## src/rtl/eclk_bus_pkg.sv

```systemverilog
package eclk_bus_pkg;
   typedef enum logic [1:0] {
      KIND_SINGLE  = 2'b00,
      KIND_EXT_ST  = 2'b01,
      KIND_IDX_ST  = 2'b10,
      KIND_RSVD    = 2'b11
   } req_kind_e;

   localparam int unsigned PATTERN_STEPS = 4;
endpackage

```

## src/rtl/eclk_phase_gen.sv

```systemverilog
module eclk_phase_gen #(
   parameter int unsigned DIV = 4,
   localparam int unsigned PW = $clog2(DIV),
   localparam int unsigned HALF = DIV / 2
) (
   input  logic          clk,
   input  logic          rst_n,
   output logic [PW-1:0] ph,
   output logic          e_out,
   output logic          wrap
);
   logic [PW-1:0] ph_q;

   always_ff @(posedge clk or negedge rst_n) begin
      if (!rst_n)
         ph_q <= '0;
      else if (ph_q == PW'(DIV - 1))
         ph_q <= '0;
      else
         ph_q <= ph_q + 1'b1;
   end

   assign ph    = ph_q;
   assign e_out = (ph_q >= PW'(HALF));
   assign wrap  = (ph_q == PW'(DIV - 1));

   p_e_rise_mid_r1: assert property (@(posedge clk) disable iff (!rst_n)
      $rose(e_out) |-> (ph_q == PW'(HALF)));
   p_e_fall_wrap_r1: assert property (@(posedge clk) disable iff (!rst_n)
      wrap |=> (!e_out && ph_q == '0));
endmodule

```

## src/rtl/eclk_seq_addr.sv

```systemverilog
module eclk_seq_addr
   import eclk_bus_pkg::*;
#(
   parameter int unsigned AW = 16,
   parameter int unsigned DW = 8
) (
   input  req_kind_e     kind,
   input  logic [1:0]    step,
   input  logic          single_wr,
   input  logic [AW-1:0] op_addr,
   input  logic [AW-1:0] opnd,
   input  logic [AW-1:0] index,
   output logic [AW-1:0] cyc_addr,
   output logic          cyc_rw_n
);
   logic [AW-1:0] off_ext;

   assign off_ext = {{(AW-DW){1'b0}}, opnd[DW-1:0]};

   always_comb begin
      cyc_addr = op_addr;
      cyc_rw_n = 1'b1;
      unique case (kind)
         KIND_EXT_ST, KIND_IDX_ST: begin
            unique case (step)
               2'd0: cyc_addr = op_addr;
               2'd1: cyc_addr = op_addr + AW'(1);
               2'd2: cyc_addr = (kind == KIND_EXT_ST) ? op_addr + AW'(2) : '1;
               default: begin
                  cyc_addr = (kind == KIND_EXT_ST) ? opnd : index + off_ext;
                  cyc_rw_n = 1'b0;
               end
            endcase
         end
         default: begin
            cyc_addr = op_addr;
            cyc_rw_n = !single_wr;
         end
      endcase
   end
endmodule

```

## src/rtl/eclk_bus_master.sv

```systemverilog
module eclk_bus_master
   import eclk_bus_pkg::*;
#(
   parameter int unsigned DIV = 4,
   parameter int unsigned AW  = 16,
   parameter int unsigned DW  = 8,
   localparam int unsigned PW = $clog2(DIV),
   localparam int unsigned HALF = DIV / 2,
   localparam int unsigned HW = AW - DW
) (
   input  logic          clk,
   input  logic          rst_n,
   input  logic          req_start,
   input  logic [1:0]    req_kind,
   input  logic          req_write,
   input  logic [AW-1:0] req_addr,
   input  logic [DW-1:0] req_wdata,
   input  logic [AW-1:0] req_opnd,
   input  logic [AW-1:0] req_index,
   output logic          req_ready,
   output logic          bus_e,
   output logic          bus_as,
   output logic          bus_rw_n,
   output logic [HW-1:0] bus_addr_hi,
   output logic [DW-1:0] bus_ad_out,
   output logic          bus_ad_oe,
   input  logic [DW-1:0] bus_ad_in,
   output logic          rsp_done,
   output logic [DW-1:0] rsp_rdata
);
   if (DIV < 4 || (DIV % 2) != 0) begin : g_bad_div
      $error("eclk_bus_master: DIV must be even and at least 4");
   end
   if (AW <= DW || DW < 1) begin : g_bad_width
      $error("eclk_bus_master: AW must exceed DW");
   end

   logic [PW-1:0] ph;
   logic          wrap;

   eclk_phase_gen #(.DIV(DIV)) u_phase (
      .clk   (clk),
      .rst_n (rst_n),
      .ph    (ph),
      .e_out (bus_e),
      .wrap  (wrap)
   );

   // Registered cycle descriptor
   logic          act_q;
   req_kind_e     kind_q;
   logic [1:0]    step_q;
   logic          wr_q;
   logic [AW-1:0] op_q, opnd_q, idx_q;
   logic [DW-1:0] wd_q;
   logic          fin_q, done_q;
   logic [DW-1:0] rdata_q;

   logic [AW-1:0] cyc_addr;
   logic          cyc_rw_n;

   eclk_seq_addr #(.AW(AW), .DW(DW)) u_addr (
      .kind      (kind_q),
      .step      (step_q),
      .single_wr (wr_q),
      .op_addr   (op_q),
      .opnd      (opnd_q),
      .index     (idx_q),
      .cyc_addr  (cyc_addr),
      .cyc_rw_n  (cyc_rw_n)
   );

   logic is_pattern, cont;
   assign is_pattern = (kind_q == KIND_EXT_ST) || (kind_q == KIND_IDX_ST);
   assign cont       = act_q && is_pattern && (step_q != 2'(PATTERN_STEPS - 1));
   assign req_ready  = wrap && !cont;

   always_ff @(posedge clk or negedge rst_n) begin
      if (!rst_n) begin
         act_q  <= 1'b0;
         kind_q <= KIND_SINGLE;
         step_q <= '0;
         wr_q   <= 1'b0;
         op_q   <= '0;
         opnd_q <= '0;
         idx_q  <= '0;
         wd_q   <= '0;
      end else if (wrap) begin
         if (cont) begin
            step_q <= step_q + 2'd1;
         end else if (req_start) begin
            act_q  <= 1'b1;
            kind_q <= req_kind_e'(req_kind);
            step_q <= '0;
            wr_q   <= req_write;
            op_q   <= req_addr;
            opnd_q <= req_opnd;
            idx_q  <= req_index;
            wd_q   <= req_wdata;
         end else begin
            act_q  <= 1'b0;
         end
      end
   end

   // Read capture at E fall, done one clock later
   always_ff @(posedge clk or negedge rst_n) begin
      if (!rst_n) begin
         fin_q   <= 1'b0;
         done_q  <= 1'b0;
         rdata_q <= '0;
      end else begin
         fin_q  <= wrap && act_q;
         done_q <= fin_q;
         if (wrap && act_q && cyc_rw_n)
            rdata_q <= bus_ad_in;
      end
   end

   logic low_half;
   assign low_half    = (ph < PW'(HALF));
   assign bus_as      = act_q && (ph == '0);
   assign bus_rw_n    = act_q ? cyc_rw_n : 1'b1;
   assign bus_addr_hi = act_q ? cyc_addr[AW-1:DW] : '0;
   assign bus_ad_oe   = act_q && (low_half || !cyc_rw_n);
   assign bus_ad_out  = !act_q ? '0 : (low_half ? cyc_addr[DW-1:0] : wd_q);
   assign rsp_done    = done_q;
   assign rsp_rdata   = rdata_q;

   p_as_in_low_r2: assert property (@(posedge clk) disable iff (!rst_n)
      bus_as |-> (!bus_e && bus_ad_oe));
   p_hi_stable_r3: assert property (@(posedge clk) disable iff (!rst_n)
      (ph != '0) |-> ($stable(bus_rw_n) && $stable(bus_addr_hi)));
   p_write_drive_r4: assert property (@(posedge clk) disable iff (!rst_n)
      (bus_e && !bus_rw_n) |-> bus_ad_oe);
   p_read_float_r5: assert property (@(posedge clk) disable iff (!rst_n)
      (bus_e && bus_rw_n) |-> !bus_ad_oe);
   p_done_after_fall_r6: assert property (@(posedge clk) disable iff (!rst_n)
      rsp_done |-> (!bus_e && $past(bus_e, 2) && !$past(rsp_done)));
   p_ready_at_end_r7: assert property (@(posedge clk) disable iff (!rst_n)
      req_ready |=> $fell(bus_e));
endmodule

```

## config.mk

```make
export PLATFORM = sky130hd
export DESIGN_NAME = eclk_bus_master
export DESIGN_NICKNAME = d
export VERILOG_FILES = /design/src/rtl/eclk_bus_pkg.sv /design/src/rtl/eclk_phase_gen.sv /design/src/rtl/eclk_seq_addr.sv /design/src/rtl/eclk_bus_master.sv
export SDC_FILE = /design/constraint.sdc
export NUM_CORES = 1
export LEC_CHECK = 0
export ABC_AREA = 1
export BUFFER_PORTS_ARGS = -buffer_cell sky130_fd_sc_hd__buf_2
export CORE_MARGIN = 8
export CORE_UTILIZATION = 30
export DETAILED_ROUTE_END_ITERATION = 7
export GPL_TIMING_DRIVEN = 0
export SLEW_MARGIN = 20
export SYNTH_ARGS = -nofsm -noshare
export SYNTH_HDL_FRONTEND = slang
export SYNTH_SLANG_ARGS = --single-unit
```

## constraint.sdc

```tcl
create_clock -name clk -period 5.03 [get_ports clk]
set_input_delay 0.7545 -clock clk [delete_from_list [all_inputs] [get_ports clk]]
set_output_delay 0.7545 -clock clk [all_outputs]
set_load 0.02 [all_outputs]
```

Word level (Yosys, flattened, before mapping)
Index checks and enable logic that the tools add are counted.

word-level totals
  input bits = 70
  bits in registers = 74
  output and inout bits = 30
  word-level logic and storage cells = 60

cells by class
  order comparisons = 2
  mux-type cells = 14
  bitwise logic cells = 1
  add/subtract/negate cells = 5
  reduce and logical (&&, ||, !) cells = 20
  equality and inequality tests = 6

operators by type and width
  cell                   number
  $mux 16                3
  $pmux 16 s3            1
  $mux 8                 3
  $add 16x1->16 const B  1
  $add 16x2->16 const B  1
  $add 16x8->16          1
  $logic_and 1x1->1      7
  $eq 2x2->1 const B     3
  $mux 2                 3
  $add 2x1->2 const B    2
  $eq 2x1->1 const B     2
  $logic_not 2->1        2
  $mux 1                 4
  $reduce_and 2->1       2
  $logic_not 1->1        3
  $reduce_and 3->1       1
  $reduce_or 3->1        1
  $ge 2x2->1 const B     1
  $logic_or 1x1->1       2
  $lt 2x2->1 const B     1
  $ne 2x2->1 const B     1
  $reduce_bool 2->1      1
  $reduce_or 2->1        1
  $not 1->1              1

Logic depth before layout (Yosys ltp)
  depth in word-level cells = 7
  depth in mapped cells = 14
  depth with buffers taken out = 14

By module
A second synthesis with hierarchy kept.

second synthesis, totals
  cells, all modules = 778
  area, all modules = 5181.2 sq um

modules (own cells, without submodules)
  module           sequential area each (sq um)  area an instance (sq um)  cells each  times used
  eclk_bus_master  1801.7                        3115.5                    365         1
  eclk_seq_addr    0.0                           1968.1                    403         1
  eclk_phase_gen   50.0                          97.6                      10          1

Worst setup path before layout
Ideal clock, no wire load.

  path type = reg2out
  start point = reg opnd_q[0]
  end point = out bus_addr_hi[4]
  cell stages (with the launch flop) = 15
  required time = 4.276 ns
  path buffers = 0
  path slack = 2.352 ns
  data arrival time = 1.923 ns
  path through = dfrtp_1 ha_1 inv_1 fa_1 inv_1 nand3_1 nand3_1 nand2_1 nand2_1 nand2_1 nand2_1 nand3_1 nand2_1 nand2_1 a21oi_1

on the way
  cells in the longest elaborated chain, start to end = 5

RTL lines
  item                    line                    source
  start, declared         eclk_bus_master.sv:54   logic [AW-1:0] op_q, opnd_q, idx_q;
  start signal, assigned  eclk_bus_master.sv:97   opnd_q <= req_opnd;
  $add 16x8->16           eclk_seq_addr.sv:30     cyc_addr = (kind == KIND_EXT_ST) ? opnd : index + off_ext;
  $mux 16                 eclk_seq_addr.sv:30
  $pmux 16 s3             eclk_seq_addr.sv:25     unique case (step)
  $mux 16                 eclk_seq_addr.sv:23     unique case (kind)
  $mux 8                  eclk_bus_master.sv:124  assign bus_addr_hi = act_q ? cyc_addr[AW-1:DW] : '0;
  end, declared           eclk_bus_master.sv:24   output logic [HW-1:0] bus_addr_hi,

Every way passes these cells.

Final worst setup path
  start point = reg step_q[0]
  end point = out bus_ad_out[2]

on the way
  cells in the longest elaborated chain, start to end = 5
  elaborated cells between the ends (all ways) = 7
  classes of those cells = 2 x eq/ne; 4 x mux; 1 x reduce/logical

RTL lines
  item                                line                    source
  start, declared                     eclk_bus_master.sv:52   logic [1:0] step_q;
  start signal, assigned              eclk_bus_master.sv:90   step_q <= step_q + 2'd1;
  $eq 2x2->1 (tied with other cells)  eclk_seq_addr.sv:25
  $pmux 16 s3 *                       eclk_seq_addr.sv:25
  $mux 16 *                           eclk_seq_addr.sv:23
  $mux 8 * (2 in a row)               eclk_bus_master.sv:126  assign bus_ad_out = !act_q ? '0 : (low_half ? cyc_addr[DW-1:0] : wd_q);
  end, declared                       eclk_bus_master.sv:25   output logic [DW-1:0] bus_ad_out,

Every way passes the cells marked *; elsewhere a longest branch is shown, timed or not.

==> results <==
- The first detailed-routing pass took 5 iterations.
- No sink is reached through more buffers than the 2 on the longest clock path.
- The setup violation total in the final timing report is 0.
- The shortest period the worst path allows is 3470 ps.
- The number of diodes is 0.
- The worst setup path is captured at an output port.
- The static leakage is 3.13 nW.
- The slowest cell on the critical path is clkbuf_1.
- By area the synthesized netlist is led by dfrtp_1 37%, nand2_1 9.9%, mux2_4 6.3%.
- The power share of the combinational group is 0.557.
- Wires add up to 16.3 mm.
- The worst stage delay on the critical path is 460 ps.
- The netlist uses 33 different library cells.
- The net load switching power is 0.00203 W.
- dfrtp_1 takes more of the synthesized area than any other cell.
- Using the TritonRoute via totals, the vias-per-cell ratio works out to 4.88.
- The share of synthesized area occupied by flip-flops and latches is 0.371.
- Synthesis handed over a netlist of 645 instances.
- The critical path start-end classification is register to output port.
- The number of hold buffers added after cts is 0.
- The die height is 145 um.
- The initial antenna violation count came to 0.
- The share of the synthesized area in the top cell type is 0.371.
- In this run the worst hold path is classified as primary input to async pin.
- The clock slew seen by the registers of the worst setup and hold paths is 60 ps.
- The share of the cycle needed by the critical path after routing is 0.690.
- Of all nets on the critical path, the largest fanout is 10.
- Summed over all nets, the half-perimeter wirelength after detailed placement is 12.6 mm.
- Counting flops with a built-in enable in the synthesized netlist gives 0.
- In this run the remaining antenna-violating nets after routing total 0.
- In this run, synthesis produced a sequential element count of 74.
- The number of warnings reported in the yosys synthesis log is 0.
- For this design the ratio of total power to cell area is 698 mW/mm^2.
- The detailed router placed 4785 vias in this run.
- Counting flops with an async set or reset pin after synthesis yields a share of 1.00.
- The number of buffers inserted by post-CTS setup repair is 0.
- The completed layout was analyzed and its total power is 0.00429 W.
- TritonCTS built the clock tree.
- Routability-driven placement finished with a final weighted congestion of 0.909.
- The core area is 0.0164 mm^2.
- At the pin with the least slew margin, the transition time is 590 ps.
- Once the clock tree was built, the resizer swapped 0 gates to a different size.
- Walking the worst path, the cells encountered are inv_1, ha_1, clkbuf_1, inv_1, o21ai_0, o21ai_0, a41oi_1, buf_2.
- At the end of the flow, the number of nets in the layout was 845.
- The count of max-cap constraint violations is 0.
- The run finished with clean final reports.
- The area of the die is 0.0210 mm^2.
- The tree built by TritonCTS fans out to 74 sinks.
- The portion of total power attributed to the clock network is 0.179.
- In this run the horizontal extent of the chip is 145 um.
- The sequential group share of total power is 0.265.
- The number of nets in the synthesized netlist is 734.
- For this run, the top clock speed supported by timing is 288 MHz.
- Relative to the synthesized area, the layout overhead comes to 22.9%.
- At the later pin of the worst-skew pair, clock insertion delay measures 350 ps.
- The DRC violation total after the first TritonRoute iteration is 507.
- The via count of the first global-routing pass was 4664.
- The routed wire length per instance is 16.6 um.
- The buffer and inverter count on the worst path is 4.
- The share of cells above drive strength 1 is 0.239.
- Data arrives at the worst endpoint at 2720 ps.
- The final worst clock skew is 9.76 ps.
- CTS built an H-tree with a depth of 3.
- In the routed design, unresolved DRC markers number 0.
- The number of buffers created by CTS is 9.
- CTS placed an instance of clkbuf_16 at the clock tree root.
- Entering global routing, the biggest net connects 51 pins.
- The count of input and output buffers is 99.
- The final sum of negative setup slack is 0 ps.
- STA puts the critical path data required time at 4280 ps.
- The internal power of the cells totals 0.00226 W.
- The primary flip-flop cell chosen by synthesis mapping is dfrtp_1.
- The first global-routing pass estimated 25.8 mm of wire.
- The number of max-slew violations in the final report is 0.
- Of the total power, the share spent switching nets is 0.474.
- The kind of cell adding the most delay to the critical path is buffers and inverters.
- The final number of hold-violating endpoints was 0.
- For this configuration, the core starts out at a cell density of 0.305.
- Setup repair after global routing left no endpoint under its margin.
- Summed over all layers, the global routing overflow is 0.
- The number of I/O pins is 100.
- The mean post-synth cell area is 7.75 um^2.
- The synthesized area is 0.00500 mm^2.
- Headroom to the max-slew limit came out at 0.607.
- The floorplan row count is 47.
- Across every metal layer, demand over resource in global routing totals 0.154.
- VDD sags by at most 0.415 mV.
- The startpoint class of the critical path is a register.
[per-layer routing]
metal,routed length [um],part of all wire,global-route usage
met2,6990,0.43,0.220
met1,7800,0.48,0.217
met5,0,0,0
met4,404,0.025,0.0698
met3,1120,0.069,0.0314
[cell usage after synthesis, types with 2 or more instances]
cell type,n
nand3_1,50
o21ai_0,47
nor2_1,69
nand2_2,2
nand3b_1,3
dfrtp_1,74
o211ai_1,9
inv_1,69
nand2_1,132
ha_1,18
xnor2_1,3
buf_6,6
nand4_1,11
nor3_1,6
clkbuf_1,11
a21oi_1,61
mux2_4,21
or2_2,3
buf_2,6
mux2_2,23
nor2_2,2
nor2_4,3
a31oi_1,6
[flip-flops by register name, indices dropped and copies added (netlist names)]
signal and count:
wr_q 1, act_q 1, rsp_rdata 8, u_phase.ph 2, wd_q 8, kind_q 2
op_q 16, opnd_q 16, rsp_done 1, step_q 2, idx_q 16, fin_q 1
[per-stage QoR]
| stage | worst slack (ps) | hold slack [ps] | util | cells | area [um^2] |
|---|---|---|---|---|---|
| final | 1560 | 312 | 0.374 | 981 | 6140 |
| after global routing | 1430 | 345 | 0.374 | 981 | 6140 |
| after CTS | 1630 | 319 | 0.374 | 981 | 6140 |
| after detailed placement | 2020 | 337 | 0.353 | 965 | 5800 |
| after global placement | 2010 | 339 | 0.352 | 964 | 5770 |
| after floorplan | 2350 | 331 | - | 645 | 5000 |
[worst paths after layout]
kind                            depth (start not counted)       endpoint  slack (ps)      start
max in group asynchronous                               2       op_q[12]        4140      rst_n
worst min register to register                          0       rsp_done         350      fin_q
worst max register to register                          8     opnd_q[14]        2800  kind_q[0]
min in group clk                                        0       rsp_done         350      fin_q
worst min-delay path                                    1       idx_q[5]         310      rst_n
worst max-delay path                                    8  bus_ad_out[2]        1560  step_q[0]
[cell type report]
class | instances | area, um^2
Clock inverter | 4 | 98.8
Buffer | 25 | 148
Multi-Input combinational cell | 475 | 2730
Tap cell | 220 | 275
Timing Repair Buffer | 100 | 526
Sequential cell | 74 | 1850
Fill cell | 1763 | 10300
Clock buffer | 12 | 246
Inverter | 71 | 267
[power by group through the flow]
stage | Combinational (W) | Clock [W] | Sequential, W
floorplan | 0.00169 | 0 | 0.00109
global placement | 0.00234 | 0 | 0.00113
detailed placement | 0.00236 | 0 | 0.00114
CTS | 0.00238 | 0.000779 | 0.00113
global route | 0.00265 | 0.000797 | 0.00118
finish | 0.00239 | 0.000766 | 0.00114
[placed cells by master (no fill, tap or decap), types with 13 or more instances in the layout]
cell | synthesis | routed
buf_2 | 6 | 104
inv_1 | 69 | 69
ha_1 | 18 | 18
dfrtp_1 | 74 | 74
nor2_1 | 69 | 69
clkbuf_1 | 11 | 13
nand2_1 | 132 | 132
o21ai_0 | 47 | 47
mux2_2 | 23 | 23
a21oi_1 | 61 | 61
mux2_4 | 21 | 21
nand3_1 | 50 | 50
[kinds of logic (layout without fill, tap and decap cells)]
kind of cell / Yosys count / in the layout / synth area share
compound gates: 128 / 128 / 0.136
xor+xnor: 3 / 3 / 0.00526
fa+ha+maj: 19 / 19 / 0.0491
buf+inv: 96 / 212 / 0.0829
flops: 74 / 74 / 0.371
mux: 44 / 44 / 0.115
simple gates: 281 / 281 / 0.241
Note: power is estimated with default switching activity, not from simulation.
